`src/rtl/haar_pkg.sv`:
```
package haar_pkg;
  typedef struct packed {
    logic load;     // capture base, length and orientation
    logic capA;     // latch first sample from read data
    logic capB;     // latch second sample from read data
    logic selB;     // address the second element of the pair
    logic we;       // write the selected coefficient
    logic selHigh;  // choose the high coefficient for writing
    logic advance;  // move on to the next pair
  } haarStrobes_t;

  typedef enum logic [2:0] {
    ST_IDLE, ST_RDA, ST_RDB, ST_CAP, ST_WRL, ST_WRH, ST_FIN
  } haarState_t;
endpackage

```
`src/rtl/haar_dp.sv`:
```
module haar_dp #(
  parameter int DATA_W = 8,
  parameter int ADDR_W = 10,
  parameter int LEN_W = 6,
  parameter int ROW_STRIDE = 16
) (
  input  logic                  clk,
  input  logic                  rstN,
  input  haar_pkg::haarStrobes_t strobes,
  input  logic [ADDR_W-1:0]     baseAddr,
  input  logic [LEN_W-1:0]      lineLen,
  input  logic                  vertical,
  input  logic [DATA_W-1:0]     memRdData,
  output logic [ADDR_W-1:0]     memAddr,
  output logic [DATA_W-1:0]     memWrData,
  output logic                  emptyLine,
  output logic                  lastPair
);
  localparam int PAIR_W = (LEN_W > 1) ? LEN_W - 1 : 1;
  localparam logic [ADDR_W-1:0] COL_STEP = ADDR_W'(ROW_STRIDE);
  localparam logic [ADDR_W-1:0] ROW_STEP = ADDR_W'(1);

  logic [ADDR_W-1:0] addrA, step;
  logic [PAIR_W-1:0] pairsLeft;
  logic [DATA_W-1:0] sampA, sampB;
  logic [DATA_W-1:0] halfA, halfB, lowCoef, highCoef;
  logic [ADDR_W-1:0] addrB;

  assign addrB = addrA + step;

  always_ff @(posedge clk or negedge rstN) begin
    if (!rstN) begin
      addrA     <= '0;
      step      <= ROW_STEP;
      pairsLeft <= '0;
      sampA     <= '0;
      sampB     <= '0;
    end else begin
      if (strobes.load) begin
        addrA     <= baseAddr;
        step      <= vertical ? COL_STEP : ROW_STEP;
        pairsLeft <= PAIR_W'(lineLen >> 1);
      end else if (strobes.advance) begin
        addrA     <= addrA + (step << 1);
        pairsLeft <= pairsLeft - 1'b1;
      end
      if (strobes.capA) sampA <= memRdData;
      if (strobes.capB) sampB <= memRdData;
    end
  end

  // sign-replicating halving of each latched sample
  assign halfA    = {sampA[DATA_W-1], sampA[DATA_W-1:1]};
  assign halfB    = {sampB[DATA_W-1], sampB[DATA_W-1:1]};
  assign lowCoef  = halfA + halfB;
  assign highCoef = halfA - halfB;

  assign memAddr   = strobes.selB ? addrB : addrA;
  assign memWrData = strobes.selHigh ? highCoef : lowCoef;
  assign emptyLine = (lineLen >> 1) == '0;
  assign lastPair  = pairsLeft == PAIR_W'(1);
endmodule

```
`src/rtl/haar_ctrl.sv`:
```
module haar_ctrl (
  input  logic                   clk,
  input  logic                   rstN,
  input  logic                   start,
  input  logic                   emptyLine,
  input  logic                   lastPair,
  output haar_pkg::haarStrobes_t strobes,
  output logic                   done
);
  import haar_pkg::*;

  haarState_t state, nextState;

  always_ff @(posedge clk or negedge rstN) begin
    if (!rstN) state <= ST_IDLE;
    else       state <= nextState;
  end

  // outputs depend on state and on the start/status inputs
  always_comb begin
    strobes   = '0;
    nextState = state;
    case (state)
      ST_IDLE: if (start) begin
        strobes.load = 1'b1;
        nextState    = emptyLine ? ST_FIN : ST_RDA;
      end
      ST_RDA: nextState = ST_RDB;
      ST_RDB: begin
        strobes.selB = 1'b1;
        strobes.capA = 1'b1;
        nextState    = ST_CAP;
      end
      ST_CAP: begin
        strobes.capB = 1'b1;
        nextState    = ST_WRL;
      end
      ST_WRL: begin
        strobes.we = 1'b1;
        nextState  = ST_WRH;
      end
      ST_WRH: begin
        strobes.we      = 1'b1;
        strobes.selB    = 1'b1;
        strobes.selHigh = 1'b1;
        strobes.advance = 1'b1;
        nextState       = lastPair ? ST_FIN : ST_RDA;
      end
      ST_FIN:  nextState = ST_IDLE;
      default: nextState = ST_IDLE;
    endcase
  end

  assign done = state == ST_FIN;
endmodule

```
`src/rtl/haar_line_engine.sv`:
```
module haar_line_engine #(
  parameter int DATA_W = 8,
  parameter int ADDR_W = 10,
  parameter int LEN_W = 6,
  parameter int ROW_STRIDE = 16
) (
  input  logic              clk,
  input  logic              rstN,
  input  logic              start,
  input  logic [ADDR_W-1:0] baseAddr,
  input  logic [LEN_W-1:0]  lineLen,
  input  logic              vertical,
  output logic              done,
  output logic [ADDR_W-1:0] memAddr,
  input  logic [DATA_W-1:0] memRdData,
  output logic [DATA_W-1:0] memWrData,
  output logic              memWe
);
  haar_pkg::haarStrobes_t strobes;
  logic emptyLine, lastPair;

  haar_ctrl u_ctrl (
    .clk(clk), .rstN(rstN), .start(start), .emptyLine(emptyLine),
    .lastPair(lastPair), .strobes(strobes), .done(done)
  );

  haar_dp #(
    .DATA_W(DATA_W), .ADDR_W(ADDR_W), .LEN_W(LEN_W), .ROW_STRIDE(ROW_STRIDE)
  ) u_dp (
    .clk(clk), .rstN(rstN), .strobes(strobes), .baseAddr(baseAddr),
    .lineLen(lineLen), .vertical(vertical), .memRdData(memRdData),
    .memAddr(memAddr), .memWrData(memWrData), .emptyLine(emptyLine),
    .lastPair(lastPair)
  );

  assign memWe = strobes.we;
endmodule

```
`config.mk`:
```
export PLATFORM = sky130hd
export DESIGN_NAME = haar_line_engine
export DESIGN_NICKNAME = d
export VERILOG_FILES = /design/src/rtl/haar_pkg.sv /design/src/rtl/haar_dp.sv /design/src/rtl/haar_ctrl.sv /design/src/rtl/haar_line_engine.sv
export SDC_FILE = /design/constraint.sdc
export NUM_CORES = 1
export LEC_CHECK = 0
export CORE_ASPECT_RATIO = 1.25
export CORE_UTILIZATION = 57
export DETAILED_ROUTE_END_ITERATION = 10
export DONT_BUFFER_PORTS = 1
export GPL_TIMING_DRIVEN = 0
export PLACE_DENSITY = 0.78
export SLEW_MARGIN = 20
export SYNTH_ARGS = -nofsm -noshare
export SYNTH_HDL_FRONTEND = slang
export SYNTH_SLANG_ARGS = --single-unit
```
`constraint.sdc`:
```
create_clock -name clk -period 2.8 [get_ports clk]
set_clock_uncertainty 0.1 [all_clocks]
set_input_delay 0.28 -clock clk [delete_from_list [all_inputs] [get_ports clk]]
set_output_delay 0.28 -clock clk [all_outputs]
set_load 0.05 [all_outputs]
```
After elaboration in Yosys (flattened, before gate mapping)
Index checks and enable logic that the tools add are counted.

storage, ports and cells
  bits in registers = 44
  input bits = 28
  output and inout port bits = 20
  word-level logic and storage cells = 42

cells by class
  $add $sub $neg = 5
  equal/unequal tests = 8
  mux-type cells = 18
  reductions and logical operators = 5

operator list
  cell                   number
  $mux W10               3
  $add A10 B10 Y10       2
  $pmux W3 S6            1
  $mux W5                3
  $eq A3 B3 Y1 const B   3
  $mux W3                3
  $add A7 B7 Y8          1
  $mux W8                1
  $sub A7 B7 Y8          1
  $eq A3 B2 Y1 const B   2
  $logic_not A6 Y1       1
  $mux W1                6
  $eq A5 B1 Y1 const B   1
  $sub A5 B1 Y5 const B  1
  $reduce_or A2 Y1       2
  $eq A3 B1 Y1 const B   1
  $logic_not A3 Y1       1
  $mux W2                1
  $ne A2 B2 Y1 const B   1
  $reduce_bool A2 Y1     1

Depth between registers and ports, before layout
Gate-level depths: netlist of run 1.

  depth after elaboration = 4
  depth in mapped cells = 12

By module
Synthesis of run 1 repeated with hierarchy kept, for this count alone.

second synthesis, totals
  cell total of the unflattened synthesis = 246
  area, all modules = 2339.7 µm²

by module, submodules not included
  module     instances  cells each  area each (µm²)  seq. area each (µm²)
  haar_dp    1          219         2088.3           777.0
  haar_ctrl  1          27          251.5            75.1

Worst setup path before layout of run 1
Ideal clock, no wire load.

  kind = register to output
  start = reg u_ctrl.state[2]
  end = out memWrData[7]
  arrival time = 2.992 ns
  required time = 2.420 ns
  setup slack = -0.572 ns
  stages on the path, launching flop included = 12
  path buffers = 3
  cell sequence = dfrtp_1 -> buf_6 -> and3b_1 -> buf_6 -> buf_2 -> a31oi_1 -> xnor2_1 -> ha_1 -> and3_1 -> a211oi_1 -> a21oi_1 -> xnor2_1

on the way
  word-level cells in the longest chain between the ends = 3

RTL lines
  item                    RTL line                source
  start, declared         haar_ctrl.sv:12         haarState_t state, nextState;
  start signal, assigned  haar_ctrl.sv:16         else state <= nextState;
  $eq A3 B3 Y1            haar_ctrl.sv:23         case (state)
  $mux W2                 haar_ctrl.sv:23
  $mux W8                 haar_dp.sv:59           assign memWrData = strobes.selHigh ? highCoef : lowCoef;
  end, declared           haar_line_engine.sv:16  output logic [DATA_W-1:0] memWrData,

No other way between the ends.

Worst setup path in the final report of run 1
  start = reg u_ctrl.state[0]
  end = out memWrData[7]

Same word-level chain as after synthesis.

==> key figures, run 1 <==
Outcome
  • Result of the run: finished with violations
  • Failing checks: setup timing

Worst setup path
  • Series of cell instances along the critical path: and3b_2 > buf_8 > nor2_2 > xnor2_2 > ha_4 > and3_4 > a211oi_4 > a21oi_4 > xnor2_4
  • Data arrival time at the worst-slack endpoint: 2610 ps
  • Largest stage delay on the critical path: 430 ps
  • Register-to-register path setup slack: 870 ps
  • CP Launch Type: flop
  • Critical-path maximum fanout: 5
  • Classification of the worst setup path: flop to output port
  • CP max-delay cell: dfrtp_1
  • Data required time of the worst path: roughly 2400 ps
  • Number of buffer and inverter instances along the worst setup path: 1
  • Cell family contributing the most delay on the critical path: simple AND/OR/NAND/NOR gates
  • Type of destination of the critical path: output port

Layout
  • Proportion of layout cells with a drive suffix above 1: about a third
  • End-of-flow core utilization: 78.23%
  • Number of antenna diodes: 0
  • Layout Cell Area excl Fill: 2985 sq um
  • Number of nets in the layout: about 330
  • Final Non-Filler Cells: 335
  • Area growth, synth to finish: 29.39%

Drt
  • 1st-iter DRT viols: 45
  • Via density: roughly 5.9
  • Total via count in the routed design: 1970
  • Post-detailed-route wirelength per cell: 16.56 microns
  • Number of nets with antenna violations after detailed routing: 0
  • DRC violation count after routing: 0
  • Routed Wire Length: 5547 microns
  • Total iterations of the first detailed-routing run: 6

Logic synthesis
  • Top cell type's share of synthesized area: 35.79%
  • Leading register cell type out of synthesis: dfrtp_1
  • Post-synth EDFFs: 0
  • Count leader, synth: nand2_1
  • Combined area of all synthesized cells: 2307 sq um
  • Async SR Flop Fraction: 100.0%
  • Number of synthesized register bits: 34
  • Main area contributors after synthesis: dfrtp_1, ha_1, nand2_1, mux2_2, xnor2_1
  • Net count of the mapped netlist: 297
  • Synth Instances: about 250
  • Synthesized area per cell: 9.156 sq um
  • Ys Warns: 0
  • Biggest area consumer among synthesized cells: dfrtp_1
  • Number of library cell types mapped by synthesis: 50
  • Seq/Total Area, Yosys: 36.93%
  • Top post-synthesis cells by count: nand2_1, dfrtp_1, ha_1, nor2_1, xnor2_1

STA
  • Setup violation total in the final timing report: 3
  • Final Hold Slack: 11.48 ps
  • Number of failing hold endpoints at the final stage: 0
  • F_max: 334.8 MHz
  • Final period utilization: 106.7%
  • Post-layout worst setup margin: -186.9 ps
  • Slew at the pin closest to its max-slew limit: 975.6 ps
  • Headroom to the max-slew limit: 34.52%
  • Final max-slew violation count: 0
  • Post-layout minimum cycle time: roughly 3000 ps
  • RSZ-0062 raised after global routing: yes

Die
  • # rows: 25
  • Core ar.: 3816 sq um
  • Starting density of the core: 60.46%
  • Full die area: 4308 sq um
  • X dimension of the die: 58.91 microns
  • Chip height: 73.13 microns
  • Boundary pin count: 48

Placement
  • Area post-placement: 2424 sq um
  • Placed instance count: 306
  • Final weighted congestion in routability-driven placement: 0.8340
  • Number of port buffers: 0
  • Half-perimeter wire length after placement: 3385 microns

Clock network
  • Clock tree sinks: 34
  • Clock-pin transition on the worst setup and hold timing paths: 70 ps
  • CTS tree: yes
  • Cell at the root of the clock tree: clkbuf_8
  • Number of CTS-inserted buffers: 5
  • Number of H-tree levels: 2
  • Clock network latency to the later pin of the worst-skew pair: ~290 ps
  • Worst-case clock buffer depth: 2

Global routing
  • First-pass GRT wire length: 8673 microns
  • GRT overflow: 0
  • Vias in the first global route: 2009
  • GRT Overall Usage: 26.98%
  • Maximum number of pins on one net before global-route repair: 35
  • Number of antenna violations at the first check in global routing: 0

Worst hold path
  • Path type of the worst min-delay path: input port to flop

Job
  • Total of max-cap violations: 0
[state kept, by name (all words and copies together) (netlist names)]
signal / count
u_dp.sampB: 7
u_ctrl.state: 3
u_dp.pairsLeft: 5
u_dp.step: 2
u_dp.sampA: 7
u_dp.addrA: 10
[cell usage in the layout (no fill, tap or decap), drive strengths merged, types with 2 or more instances in the layout]
master / instances
a211oi: 3
a21o: 2
a21oi: 11
a221o: 2
a22oi: 4
a31oi: 4
a41oi: 2
and3: 5
buf: 27
clkbuf: 8
clkinv: 2
dfrtp: 33
dlygate4sd3: 5
ha: 16
inv: 12
mux2: 13
nand2: 40
nand3: 11
nand4: 2
nor2: 17
nor3: 5
nor3b: 2
o211ai: 5
o21ai: 13
o311ai: 2
xnor2: 16
xor2: 5
[timing repair]
action                     4_1_cts  5_1_grt
hold buffers                     6        0
hold endpoints to repair        39        0
gates resized for setup         31       22
setup endpoints to repair       12        8
pin swaps                       13       14
buffers inserted                13        6
[cell type report]
type | count | area [sq um]
Buffer | 9 | 63.81
Clock buffer | 6 | 72.57
Clock inverter | 2 | 10.01
Fill cell | 247 | 830.8
Inverter | 12 | 47.55
Multi-Input combinational cell | 193 | 1657
Sequential cell | 34 | 854.6
Tap cell | 54 | 67.56
Timing Repair Buffer | 25 | 212.7
[worst paths after layout]
path	start	endpoint	depth (start not counted)
setup / recovery	u_ctrl.state[0]	memWrData[7]	9
hold / removal	lineLen[2]	u_dp.pairsLeft[1]	2
setup reg to reg	u_dp.step[0]	u_dp.addrA[9]	7
hold reg to reg	u_dp.step[0]	u_dp.step[0]	2
max in group asynchronous	rstN	u_dp.step[0]	2
min in group asynchronous	rstN	u_ctrl.state[0]	2
[logic make-up after synthesis]
group | synth area share [%]
xor gates and xnor gates | 7.972
buffers and inverters | 5.639
muxes | 6.345
AOI/OAI and AO/OA | 15.62
and+or+nand+nor | 17.95
adders and majority gates | 9.544
DFF | 36.93
[metal layers]
layer,up-vias,part of all wire [%],GRT usage [%]
li1,939,-,-
met1,961,40,29.79
met2,56,53,46.84
met3,14,4.3,5.851
met4,0,3.0,15.87
met5,-,0,0
[metrics by stage]
stage	TNS (ps)	setup slack, ps
3_5_place_dp	-1396	-399.0
5_1_grt	-880.2	-277.2
6_report	-470.1	-186.9
2_1_floorplan	-437.0	-188.4
4_1_cts	-787.7	-359.6
3_3_place_gp	-1185	-383.7
Power of run 1 is not shown: default switching activity piles up to over one toggle a cycle in this logic, so the estimate is an artifact.
==> run 2: changes to the inputs <==
--- a/config.mk
+++ b/config.mk
@@ -6,11 +6,11 @@
 export NUM_CORES = 1
 export LEC_CHECK = 0
 export CORE_ASPECT_RATIO = 1.25
-export CORE_UTILIZATION = 57
+export CORE_UTILIZATION = 63
 export DETAILED_ROUTE_END_ITERATION = 10
 export DONT_BUFFER_PORTS = 1
 export GPL_TIMING_DRIVEN = 0
-export PLACE_DENSITY = 0.78
+export PLACE_DENSITY = 0.82
 export SLEW_MARGIN = 20
 export SYNTH_ARGS = -nofsm -noshare
 export SYNTH_HDL_FRONTEND = slang
==> constraint.sdc (replaced) <==
create_clock -name clk -period 3.4 [get_ports clk]
set_clock_uncertainty 0.1 [all_clocks]
set_input_delay 0.34 -clock clk [delete_from_list [all_inputs] [get_ports clk]]
set_output_delay 0.34 -clock clk [all_outputs]
set_load 0.05 [all_outputs]
==> key figures, run 2 (synthesis results as in run 1) <==
Drt
  • Met3 wirelength from detailed routing: 273 microns (+14%)
  • Routed Wire Length: 4642 microns (-16%)
  • 1st-iter DRT viols: 67 (+49%)
  • Number of nets with antenna violations after detailed routing: 0 (unchanged)
  • DRC violation count after routing: 0 (unchanged)
  • Post-detailed-route wirelength per cell: 15.47 microns (-6.6%)
  • Sum of met2 wire segment lengths after detailed routing: 2417 microns (-17%)
  • Highest metal layer with signal wires: met4
  • Via density: 6.173 (+5.0%)
  • Total iterations of the first detailed-routing run: 4 (-2)
  • Total via count in the routed design: 1852 (-6.0%)
  • Routed metal-1 wire length: 1863 microns (-16%)

Worst setup path
  • Data required time of the worst path: 2960 ps (+540 ps)
  • Largest stage delay on the critical path: 850 ps (+420 ps)
  • Data arrival time at the worst-slack endpoint: 2890 ps (+280 ps)
  • Series of cell instances along the critical path: buf_4 > inv_1 > nand3_1 > buf_2 > nor2_1 > a21oi_2 > ha_1 > a21o_1 > a21oi_1 > xnor2_1
  • CP max-delay cell: xnor2_1
  • Critical-path maximum fanout: 10 (+5)
  • Type of destination of the critical path: output port
  • CP Launch Type: flop
  • Classification of the worst setup path: flop to output port

STA
  • Number of failing hold endpoints at the final stage: 0 (unchanged)
  • Final period utilization: 97.99%
  • Setup violation total in the final timing report: 0 (-3)
  • Slew at the pin closest to its max-slew limit: 1147 ps (+171.2 ps)
  • Final max-slew violation count: 0 (unchanged)
  • Headroom to the max-slew limit: 23.00% (-12 points)
  • RSZ-0062 raised after global routing: yes
  • Post-layout worst setup margin: 68.26 ps (+255.1 ps)
  • F_max: between 300 and 400 MHz
  • Post-layout minimum cycle time: 3332 ps

Die
  • # rows: 24 (-4.0%)
  • Full die area: 3910 sq um (-9.2%)
  • X dimension of the die: 56.13 microns (-4.7%)
  • Chip height: 69.66 microns (-4.7%)
  • Core ar.: 3483 sq um (-8.7%)
  • Starting density of the core: 66.24% (+5.8 points)
  • Boundary pin count: 48 (unchanged)

Layout
  • Proportion of layout cells with a drive suffix above 1: 18.01% (-15 points)
  • Max reg flops: 10 (unchanged)
  • End-of-flow core utilization: 73.20% (-5.0 points)
  • Final Non-Filler Cells: 300 (-10%)
  • Commonest non-fill, non-tap cells in the layout: nand2_1, dfrtp_1, nor2_1, ha_1
  • Largest registers in the final layout: u_dp.addrA (10), u_dp.sampA (7), u_dp.sampB (7)
  • Most flops, register: u_dp.addrA
  • Commonest non-fill, non-tap cell in the layout: nand2_1
  • Area growth, synth to finish: 10.52%
  • Number of antenna diodes: 0 (unchanged)
  • Fill cells: 278 (+13%)
  • Layout Cell Area excl Fill: 2550 sq um (-15%)
  • Number of nets in the layout: 305 (-6.2%)

Global routing
  • First-pass GRT wire length: 7734 microns (-11%)
  • Number of antenna violations at the first check in global routing: 0 (unchanged)
  • Maximum number of pins on one net before global-route repair: 35 (unchanged)
  • GRT Overall Usage: 24.97% (-2.0 points)
  • GRT overflow: 0 (unchanged)
  • Vias in the first global route: 1805 (-10%)

Placement
  • Final weighted congestion in routability-driven placement: 0.7981 (-4.3%)
  • Placed instance count: 291 (-4.9%)
  • Worst setup slack after placement: -23.76 ps (+375.2 ps)
  • Number of port buffers: 0 (unchanged)
  • Area post-placement: 2369 sq um (-2.3%)
  • Half-perimeter wire length after placement: 3396 microns (+0.32%)

Clock network
  • CTS tree: yes
  • Number of H-tree levels: 2 (unchanged)
  • Number of CTS-inserted buffers: 5 (unchanged)
  • Cell at the root of the clock tree: clkbuf_8
  • Worst-case clock buffer depth: 2 (unchanged)
  • Post-CTS Setup Bufs: 0 (-13)
  • Clock-pin transition on the worst setup and hold timing paths: 70 ps (about the same)
  • Clock network latency to the later pin of the worst-skew pair: 280 ps (about the same)
  • Clock tree sinks: 34 (unchanged)

Worst hold path
  • Path type of the worst min-delay path: input port to flop

Job
  • Total of max-cap violations: 0 (unchanged)

Outcome
  • Result of the run: complete, no violations
-- run 2: cell type report --
| type | instances | area, sq um | area share (%) |
|---|---|---|---|
| Multi-Input combinational cell | 193 | 1403 | 55.01 |
| Sequential cell | 34 | 852.1 | 33.42 |
| Clock buffer | 7 | 86.33 | 3.386 |
| Buffer | 12 | 80.08 | 3.140 |
| Tap cell | 39 | 48.80 | 1.914 |
| Inverter | 12 | 45.04 | 1.766 |
| Timing Repair Buffer | 2 | 30.03 | 1.178 |
| Clock inverter | 1 | 5.005 | 0.1963 |
-- run 2: routing by layer --
metal	vias up	global-route usage, %
li1	905	-
met5	-	0
met3	8	5.784
met2	58	45.24
met4	0	9.214
met1	881	28.06
-- run 2: metrics by stage --
| step | hold slack [ps] | setup TNS [ps] |
|---|---|---|
| 6_report | 51.92 | 0 |
| 3_5_place_dp | -54.89 | -23.76 |
| 3_3_place_gp | -54.78 | 0 |
| 4_1_cts | 39.97 | 0 |
| 5_1_grt | 52.16 | -133.4 |
| 2_1_floorplan | -55.59 | 0 |
-- run 2: path summary, 6_finish.rpt --
kind | from | to | slack, ps | depth (start not counted)
hold / removal | vertical | u_dp.step[0] | 50 | 1
max in group asynchronous | rstN | u_dp.step[0] | 2550 | 2
min in group asynchronous | rstN | u_dp.addrA[9] | 410 | 2
hold reg to reg | u_dp.addrA[0] | u_dp.addrA[0] | 410 | 2
setup / recovery | u_ctrl.state[1] | memWrData[3] | 70 | 10
setup reg to reg | u_dp.step[0] | u_dp.addrA[7] | 1530 | 6
-- run 2: what timing repair did --
action                                 in CTS  in global routing
setup endpoints to repair                   4                  4
gates resized for setup                     3                  7
pin swaps                                   1                  2
endpoints found under the hold margin      34                  0
hold buffers                                2                  0
-- run 2: worst max-delay path, delay by kind of cell, from the launching register on --
kind	cells	cell delay, ps
buffers and inverters	3	510
XOR/XNOR	1	850
adder cells (fa/ha/maj)	1	290
AND/OR/NAND/NOR	2	250
flip-flops	1	360
AO/OA/AOI/OAI	3	350
Power of run 2 is left out for the same reason.
